===== config.mk =====
export PLATFORM = sky130hd
export DESIGN_NAME = tag_pw_gate
export DESIGN_NICKNAME = d
export VERILOG_FILES = /design/src/rtl/tpg_pkg.sv /design/src/rtl/tpg_rst_sync.sv /design/src/rtl/tpg_pw_store.sv /design/src/rtl/tpg_pw_cmp.sv /design/src/rtl/tpg_fsm.sv /design/src/rtl/tag_pw_gate.sv
export SDC_FILE = /design/constraint.sdc
export NUM_CORES = 1
export LEC_CHECK = 0
export CAP_MARGIN = 25
export CORE_ASPECT_RATIO = 0.7
export CORE_MARGIN = 2
export CORE_UTILIZATION = 57
export CTS_CLUSTER_SIZE = 12
export DETAILED_ROUTE_END_ITERATION = 12
export HOLD_SLACK_MARGIN = 0.1
export PLACE_DENSITY = 0.95
export SYNTH_ARGS = -nofsm -noshare
export SYNTH_HDL_FRONTEND = slang
export SYNTH_SLANG_ARGS = --single-unit

===== constraint.sdc =====
create_clock -name clk -period 4.06 [get_ports clk]
set_clock_uncertainty 0.05 [all_clocks]
set_input_delay 0.812 -clock clk [delete_from_list [all_inputs] [get_ports clk]]
set_output_delay 0.812 -clock clk [all_outputs]
set_load 0.05 [all_outputs]

===== src/rtl/tpg_pkg.sv =====
package tpg_pkg;
  localparam int WORD_W    = 16;
  localparam int PW_WORDS  = 2;
  localparam int PW_W      = WORD_W * PW_WORDS;
  localparam int N_WORDS   = 2 * PW_WORDS;
  localparam int ADDR_W    = $clog2(N_WORDS);

  typedef enum logic [1:0] {
    ST_OPEN    = 2'b00,
    ST_SECURED = 2'b01,
    ST_KILLED  = 2'b10
  } tag_state_e;
endpackage


===== src/rtl/tpg_rst_sync.sv =====
module tpg_rst_sync #(
  parameter int STAGES = 2
) (
  input  logic clk,
  input  logic arst_n,
  output logic srst_n
);
  logic [STAGES-1:0] chain_q;

  always_ff @(posedge clk or negedge arst_n) begin
    if (!arst_n) chain_q <= '0;
    else         chain_q <= {chain_q[STAGES-2:0], 1'b1};
  end

  assign srst_n = chain_q[STAGES-1];
endmodule


===== src/rtl/tpg_pw_store.sv =====
module tpg_pw_store
  import tpg_pkg::*;
(
  input  logic              clk,
  input  logic              nv_rst_n,
  input  logic              lock,
  input  logic              wr_en,
  input  logic [ADDR_W-1:0] wr_addr,
  input  logic [WORD_W-1:0] wr_data,
  output logic [PW_W-1:0]   kill_pw,
  output logic [PW_W-1:0]   acc_pw
);
  logic [N_WORDS-1:0][WORD_W-1:0] words_q;
  logic [N_WORDS-1:0]             word_en;

  for (genvar g = 0; g < N_WORDS; g++) begin : g_word
    assign word_en[g] = wr_en && !lock && (wr_addr == ADDR_W'(g));

    always_ff @(posedge clk or negedge nv_rst_n) begin
      if (!nv_rst_n)       words_q[g] <= '0;
      else if (word_en[g]) words_q[g] <= wr_data;
    end
  end

  // low addresses hold the kill secret, high word first
  for (genvar h = 0; h < PW_WORDS; h++) begin : g_map
    assign kill_pw[PW_W-1-h*WORD_W -: WORD_W] = words_q[h];
    assign acc_pw [PW_W-1-h*WORD_W -: WORD_W] = words_q[PW_WORDS+h];
  end

  // a killed tag keeps its secrets unchanged
  a_r7_store_locked: assert property (@(posedge clk) disable iff (!nv_rst_n)
    lock |=> $stable(words_q));
  // a write lands in the addressed word
  a_r2_write_lands: assert property (@(posedge clk) disable iff (!nv_rst_n)
    (wr_en && !lock && wr_addr == '0) |=> (words_q[0] == $past(wr_data)));
endmodule


===== src/rtl/tpg_pw_cmp.sv =====
module tpg_pw_cmp #(
  parameter int W = 32
) (
  input  logic [W-1:0] cand,
  input  logic [W-1:0] stored,
  output logic         match,
  output logic         zero
);
  assign match = (cand == stored);
  assign zero  = (stored == '0);
endmodule


===== src/rtl/tpg_fsm.sv =====
module tpg_fsm
  import tpg_pkg::*;
(
  input  logic       clk,
  input  logic       core_rst_n,
  input  logic       nv_rst_n,
  input  logic       acc_try,
  input  logic       kill_try,
  input  logic       acc_match,
  input  logic       acc_zero,
  input  logic       kill_match,
  input  logic       kill_zero,
  output tag_state_e state,
  output logic       killed,
  output logic       err
);
  logic sec_q, sec_d;
  logic kill_q, kill_d;
  logic err_q, err_d;

  always_comb begin
    sec_d  = sec_q;
    kill_d = kill_q;
    err_d  = 1'b0;
    if (!kill_q) begin
      if (kill_try) begin
        if (!kill_zero && kill_match) kill_d = 1'b1;
        else                          err_d  = 1'b1;
      end else if (acc_try) begin
        if (acc_zero || acc_match) sec_d = 1'b1;
        else begin
          sec_d = 1'b0;
          err_d = 1'b1;
        end
      end
    end
  end

  always_ff @(posedge clk or negedge core_rst_n) begin
    if (!core_rst_n) begin
      sec_q <= 1'b0;
      err_q <= 1'b0;
    end else begin
      sec_q <= sec_d;
      err_q <= err_d;
    end
  end

  // kill latch answers only to the non-volatile reset
  always_ff @(posedge clk or negedge nv_rst_n) begin
    if (!nv_rst_n) kill_q <= 1'b0;
    else           kill_q <= kill_d;
  end

  assign state  = kill_q ? ST_KILLED : (sec_q ? ST_SECURED : ST_OPEN);
  assign killed = kill_q;
  assign err    = err_q;

  // once killed, stays killed
  a_r8_kill_sticky: assert property (@(posedge clk) disable iff (!nv_rst_n)
    kill_q |=> kill_q);
  // zero kill password never kills
  a_r5_zero_kill_refused: assert property (@(posedge clk) disable iff (!core_rst_n)
    (!kill_q && kill_try && kill_zero) |=> (!kill_q && err_q));
  // no error from a dead tag
  a_r7_killed_quiet: assert property (@(posedge clk) disable iff (!core_rst_n)
    kill_q |=> !err_q);
  // zero access password secures
  a_r3_zero_access: assert property (@(posedge clk) disable iff (!core_rst_n)
    (!kill_q && acc_try && !kill_try && acc_zero) |=> (sec_q && !err_q));
  // error only follows an attempt
  a_r4_err_cause: assert property (@(posedge clk) disable iff (!core_rst_n)
    err_q |-> $past(acc_try || kill_try));
  // a kill attempt leaves the secured flag alone
  a_r9_kill_priority: assert property (@(posedge clk) disable iff (!core_rst_n)
    (!kill_q && kill_try) |=> (sec_q == $past(sec_q)));
endmodule


===== src/rtl/tag_pw_gate.sv =====
module tag_pw_gate
  import tpg_pkg::*;
(
  input  logic              clk,
  input  logic              rst_n,
  input  logic              nv_rst_n,
  input  logic              wr_en,
  input  logic [ADDR_W-1:0] wr_addr,
  input  logic [WORD_W-1:0] wr_data,
  input  logic              acc_try,
  input  logic              kill_try,
  input  logic [PW_W-1:0]   cand,
  output logic [1:0]        state_o,
  output logic              silent_o,
  output logic              err_o
);
  logic            core_rst_n, nv_srst_n;
  logic [PW_W-1:0] kill_pw, acc_pw;
  logic            acc_match, acc_zero, kill_match, kill_zero;
  logic            killed;
  tag_state_e      state;

  tpg_rst_sync #(.STAGES(2)) u_core_sync (
    .clk(clk), .arst_n(rst_n & nv_rst_n), .srst_n(core_rst_n));
  tpg_rst_sync #(.STAGES(2)) u_nv_sync (
    .clk(clk), .arst_n(nv_rst_n), .srst_n(nv_srst_n));

  tpg_pw_store u_store (
    .clk(clk), .nv_rst_n(nv_srst_n), .lock(killed),
    .wr_en(wr_en), .wr_addr(wr_addr), .wr_data(wr_data),
    .kill_pw(kill_pw), .acc_pw(acc_pw));

  tpg_pw_cmp #(.W(PW_W)) u_acc_cmp (
    .cand(cand), .stored(acc_pw), .match(acc_match), .zero(acc_zero));
  tpg_pw_cmp #(.W(PW_W)) u_kill_cmp (
    .cand(cand), .stored(kill_pw), .match(kill_match), .zero(kill_zero));

  tpg_fsm u_fsm (
    .clk(clk), .core_rst_n(core_rst_n), .nv_rst_n(nv_srst_n),
    .acc_try(acc_try), .kill_try(kill_try),
    .acc_match(acc_match), .acc_zero(acc_zero),
    .kill_match(kill_match), .kill_zero(kill_zero),
    .state(state), .killed(killed), .err(err_o));

  assign state_o  = state;
  assign silent_o = killed;

  // silent flag and killed code agree
  a_r6_silent_state: assert property (@(posedge clk) disable iff (!core_rst_n)
    silent_o == (state_o == 2'b10));
endmodule


## Word level (Yosys, flattened, before mapping)

Cells that the tools add are included.

| operators by class | value |
|---|---|
| reductions and logical operators | 13 |
| bitwise gates (word level) | 3 |
| mux-type cells | 11 |
| eq/ne operators | 5 |

Operators by type and width:

| cell | number |
|---|---|
| $eq 32x32->1 | 2 |
| $logic_not 32->1 | 2 |
| $mux 1 | 10 |
| $logic_and 1x1->1 | 6 |
| $eq 2x2->1 const B | 2 |
| $reduce_and 3->1 | 1 |
| $eq 2x1->1 const B | 1 |
| $logic_not 1->1 | 2 |
| $logic_not 2->1 | 1 |
| $mux 2 | 1 |
| $not 1->1 | 2 |
| $and 1x1->1 | 1 |
| $logic_or 1x1->1 | 1 |

| word-level totals | value |
|---|---|
| word-level logic and storage cells | 41 |
| bits in registers | 71 |
| bits of input ports | 56 |
| output and inout bits | 4 |

## Longest topological paths before layout

| logic depth | value |
|---|---|
| depth in word-level cells | 6 |
| mapped depth | 5 |
| gate-level depth less buffers | 5 |

## Hierarchy

Synthesis repeated with hierarchy kept, for this count alone.

| unflattened totals | value |
|---|---|
| cell total of the unflattened synthesis | 267 |
| area, all modules | 3632.2 um2 |

By module, submodules not included:

| module | times used | cells an instance | area each (um2) |
|---|---|---|---|
| tpg_pw_store | 1 | 138 | 2539.9 |
| tpg_pw_cmp | 2 | 54 | 412.9 |
| tpg_fsm | 1 | 14 | 152.6 |
| tpg_rst_sync | 2 | 3 | 53.8 |
| tag_pw_gate | 1 | 1 | 6.3 |

## Worst setup path before layout

OpenSTA, ideal clock, no wires.

| timing path | value |
|---|---|
| kind | register to output |
| start | reg u_fsm.kill_q, in the netlist u_fsm.killed |
| end | out state_o[0] |
| arrival time | 1180 ps |
| data required time | 3198 ps |
| setup slack | 2018 ps |
| stages on the path, launching flop included | 2 |
| cells stage by stage | dfrtp_1 > and2b_1 |

| between the ends | value |
|---|---|
| cells in the longest elaborated chain, start to end | 1 |

RTL lines:

| what | line | source |
|---|---|---|
| start: declaration | tpg_fsm.sv:18 | `logic kill_q, kill_d;` |
| start signal: assignment | tpg_fsm.sv:52 | `else kill_q <= kill_d;` |
| $mux 2 | tpg_fsm.sv:55 | `assign state = kill_q ? ST_KILLED : (sec_q ? ST_SECURED : ST_OPEN);` |
| end: declaration | tag_pw_gate.sv:13 | `output logic [1:0] state_o,` |

Every way passes these cells.

## Worst setup path in the final report

Ends and elaborated chain as after synthesis.

==> impl_metrics.py <==
metrics = {
    "worst_setup_path": {
        "r2r_start": "u_store.acc_pw[30]",
        "worst-setup-path-type": "reg -> out",
        "setup.worst_path.end_class": "output port",
        "worstReg2RegEnd": "u_fsm.err",
        "ff2ff_setup_slack_ps": 2150,
        "critPathSlowestCell": "clkdlybuf4s50_1",
        "startpoint_type": "register",
        "slowest_delay_ps": 790,
        "arrival_ps": 1860,
        "critPathRequiredTime_ps": 3200,
        "worstRegToRegCells": 5,
        "path_max_fanout": 8,
        "path_cells": "and2b_1, clkdlybuf4s50_1",
    },
    "yosys": {
        "synth-seq-cells": 71,
        "yosysMostFrequentCell": "dfrtp_1",
        "synth-main-ff-cell": "dfrtp_1",
        "yosysTopAreaCell": "dfrtp_1",
        "syn_inst": 264,
        "synth.avg_cell_area_sq_um": 13.36,
        "ys_top_cells_by_count": "71 x dfrtp_1, 64 x mux2_2, 49 x xnor2_1",
        "async_flop_share": 1.000,
        "synth_area_leaders": "dfrtp_1 50%, mux2_2 20%, xnor2_1 12%",
        "ys_warn_count": 0,
        "synth_top_area_frac": 0.5039,
        "synth-edff-count": 0,
        "syn_area_sq_um": 3526,
        "synth_cell_types": 24,
        "seq_area_frac_synth": 0.5039,
    },
    "clocking": {
        "root_buffer": "clkbuf_8",
        "cts_buffer_depth": 2,
        "clock_latency_ps": 350,
        "cts_resized": 0,
        "htree_levels": 3,
        "cts_buffers": 9,
        "clock-sinks": 71,
        "post_cts_buffers": 0,
        "cts_tree": "done",
        "path_clk_slew_ps": 80,
    },
    "timing": {
        "max_freq_mhz": 366.9,
        "timing.final.crit_share": 0.6713,
        "slew_headroom": 0.5641,
        "drv_slew": 0,
        "setup_tns_ps": 0,
        "setup_violations": 0,
        "final-hold-violation-count": 0,
        "min_period_ps": 2726,
        "rsz0062_at_grt": "no",
        "max_slew.worst_pin.slew_ps": 652.4,
    },
    "power": {
        "p_leak_nw": 1.937,
        "p_per_area_nw_per_um2": 360.9,
        "irDropWorstVdd_mv": 0.2545,
    },
    "global_routing": {
        "overflow": 0,
        "antenna_found_initial": 0,
        "grt_max_degree": 48,
        "grt_pass1_wl_um": 14680,
        "grt_pass1_vias": 2707,
        "grt_usage": 0.2870,
    },
    "final_layout": {
        "design_area_sq_um": 4408,
        "antennaDiodeCount": 0,
        "drive_gt1_frac": 0.2619,
        "final_util": 0.7546,
        "syn_to_final_growth_pct": 25.02,
        "nets": 387,
        "fill_cells": 365,
    },
    "route": {
        "drc_errors": 0,
        "wirelength_um": 9219,
        "avgRoutedWirePerCell_um": 22.43,
        "viasPerCell": 6.044,
        "drtIter0Drc": 251,
        "drt-pass1-iter-count": 6,
        "vias": 2484,
        "route.antenna.remaining_nets": 0,
    },
    "die": {
        "die_y_um": 69.81,
        "die_x_um": 98.01,
        "design.core.area_sq_um": 5842,
        "placementRows": 23,
        "die_area_sq_um": 6841,
        "start_util": 0.6036,
        "ioPinCount": 60,
    },
    "placement": {
        "place_hpwl_um": 6964,
        "place_congestion": 0.9863,
        "dpl_cell_area_sq_um": 4154,
        "port_buffers": 59,
    },
    "run": {
        "cap_viol_max_count": 0,
    },
    "hold_path": {
        "hp-class": "reg -> async",
    },
    "run_status": {
        "status": "completed",
    },
}
-- timing repair --
action	in CTS	in global routing
hold buffers	1	0
endpoints found under the hold margin	2	0
endpoints found under the setup margin	0	0
-- how the worst max path moves through the flow --
stage                               from                 end  slack (ps)
finish                      u_fsm.killed          state_o[0]        1330
detailed placement            wr_addr[1]  u_store.acc_pw[13]        1430
global placement              wr_addr[0]  u_store.acc_pw[12]        1470
floorplan           u_nv_sync.chain_q[1]        u_fsm.killed        2010
CTS                         u_fsm.killed          state_o[0]        1330
global route                u_fsm.killed          state_o[0]        1280
-- worst max-delay path: cells and delay by family, from the launching register on --
kind                   cells  cell delay, ps
buffers and inverters      1             790
and+or+nand+nor            1             240
DFF                        1             480
-- cells by family (layout without fill, tap and decap cells) --
logic type / after synthesis / count (layout) / share of synthesized area
flip-flops: 71 / 71 / 0.5039
multiplexers: 64 / 64 / 0.2044
AND/OR/NAND/NOR: 49 / 49 / 0.09617
XOR/XNOR: 64 / 64 / 0.1590
AO/OA/AOI/OAI: 7 / 7 / 0.01277
buffers and inverters: 8 / 79 / 0.02271
other: 1 / 2 / 0.001064
-- per-layer routing --
layer / wire length (um) / GRT usage
met5: 0 / 0
met3: 711 / 0.07661
met4: 261 / 0.09568
met2: 4179 / 0.4414
met1: 4066 / 0.3976
-- state kept, by name, summed over array words and instances (netlist names) --
register,count
u_fsm.err,1
u_nv_sync.chain_q,2
u_fsm.sec_q,1
u_core_sync.chain_q,2
u_store.acc_pw,32
u_fsm.killed,1
u_store.kill_pw,32
-- cells in the final DEF, fill, tap and decap left out, drive strengths merged, types with 3 or more instances in the layout --
cell type | netlist | layout
mux2 | 64 | 64
xor2 | 15 | 15
dfrtp | 71 | 71
nor4 | 22 | 22
xnor2 | 49 | 49
clkbuf | 0 | 9
bufinv | 0 | 3
nand4 | 18 | 18
a21oi | 3 | 3
clkdlybuf4s50 | 0 | 59
-- through the flow --
step | hold slack (ps) | power, mW | cells | setup slack (ps)
after floorplan | -38.95 | 0.8168 | 265 | 2006
after global placement | -10.53 | 0.9116 | 394 | 1473
after detailed placement | -10.56 | 0.9151 | 394 | 1429
after CTS | 156.5 | 1.593 | 411 | 1332
after global routing | 189.0 | 1.638 | 411 | 1280
final | 146.7 | 1.591 | 411 | 1334
-- power breakdown --
part | internal (mW) | switching, mW | leakage (nW)
Combinational | 0.0925 | 0.0726 | 0.853
Sequential | 0.721 | 0.0193 | 0.965
Clock | 0.410 | 0.275 | 0.120
Total | 1.22 | 0.367 | 1.94
-- area by class of cell --
cell class | count | area, sq um | area share
clock buffer | 9 | 123.9 | 0.02810
sequential | 71 | 1778 | 0.4034
clock inverter | 7 | 120.1 | 0.02725
tap | 75 | 93.84 | 0.02129
inverter | 1 | 3.754 | 0.0008515
timing repair buffer | 62 | 615.6 | 0.1397
multi-input combinational | 186 | 1673 | 0.3795
Power figures use the tool's default switching activity.
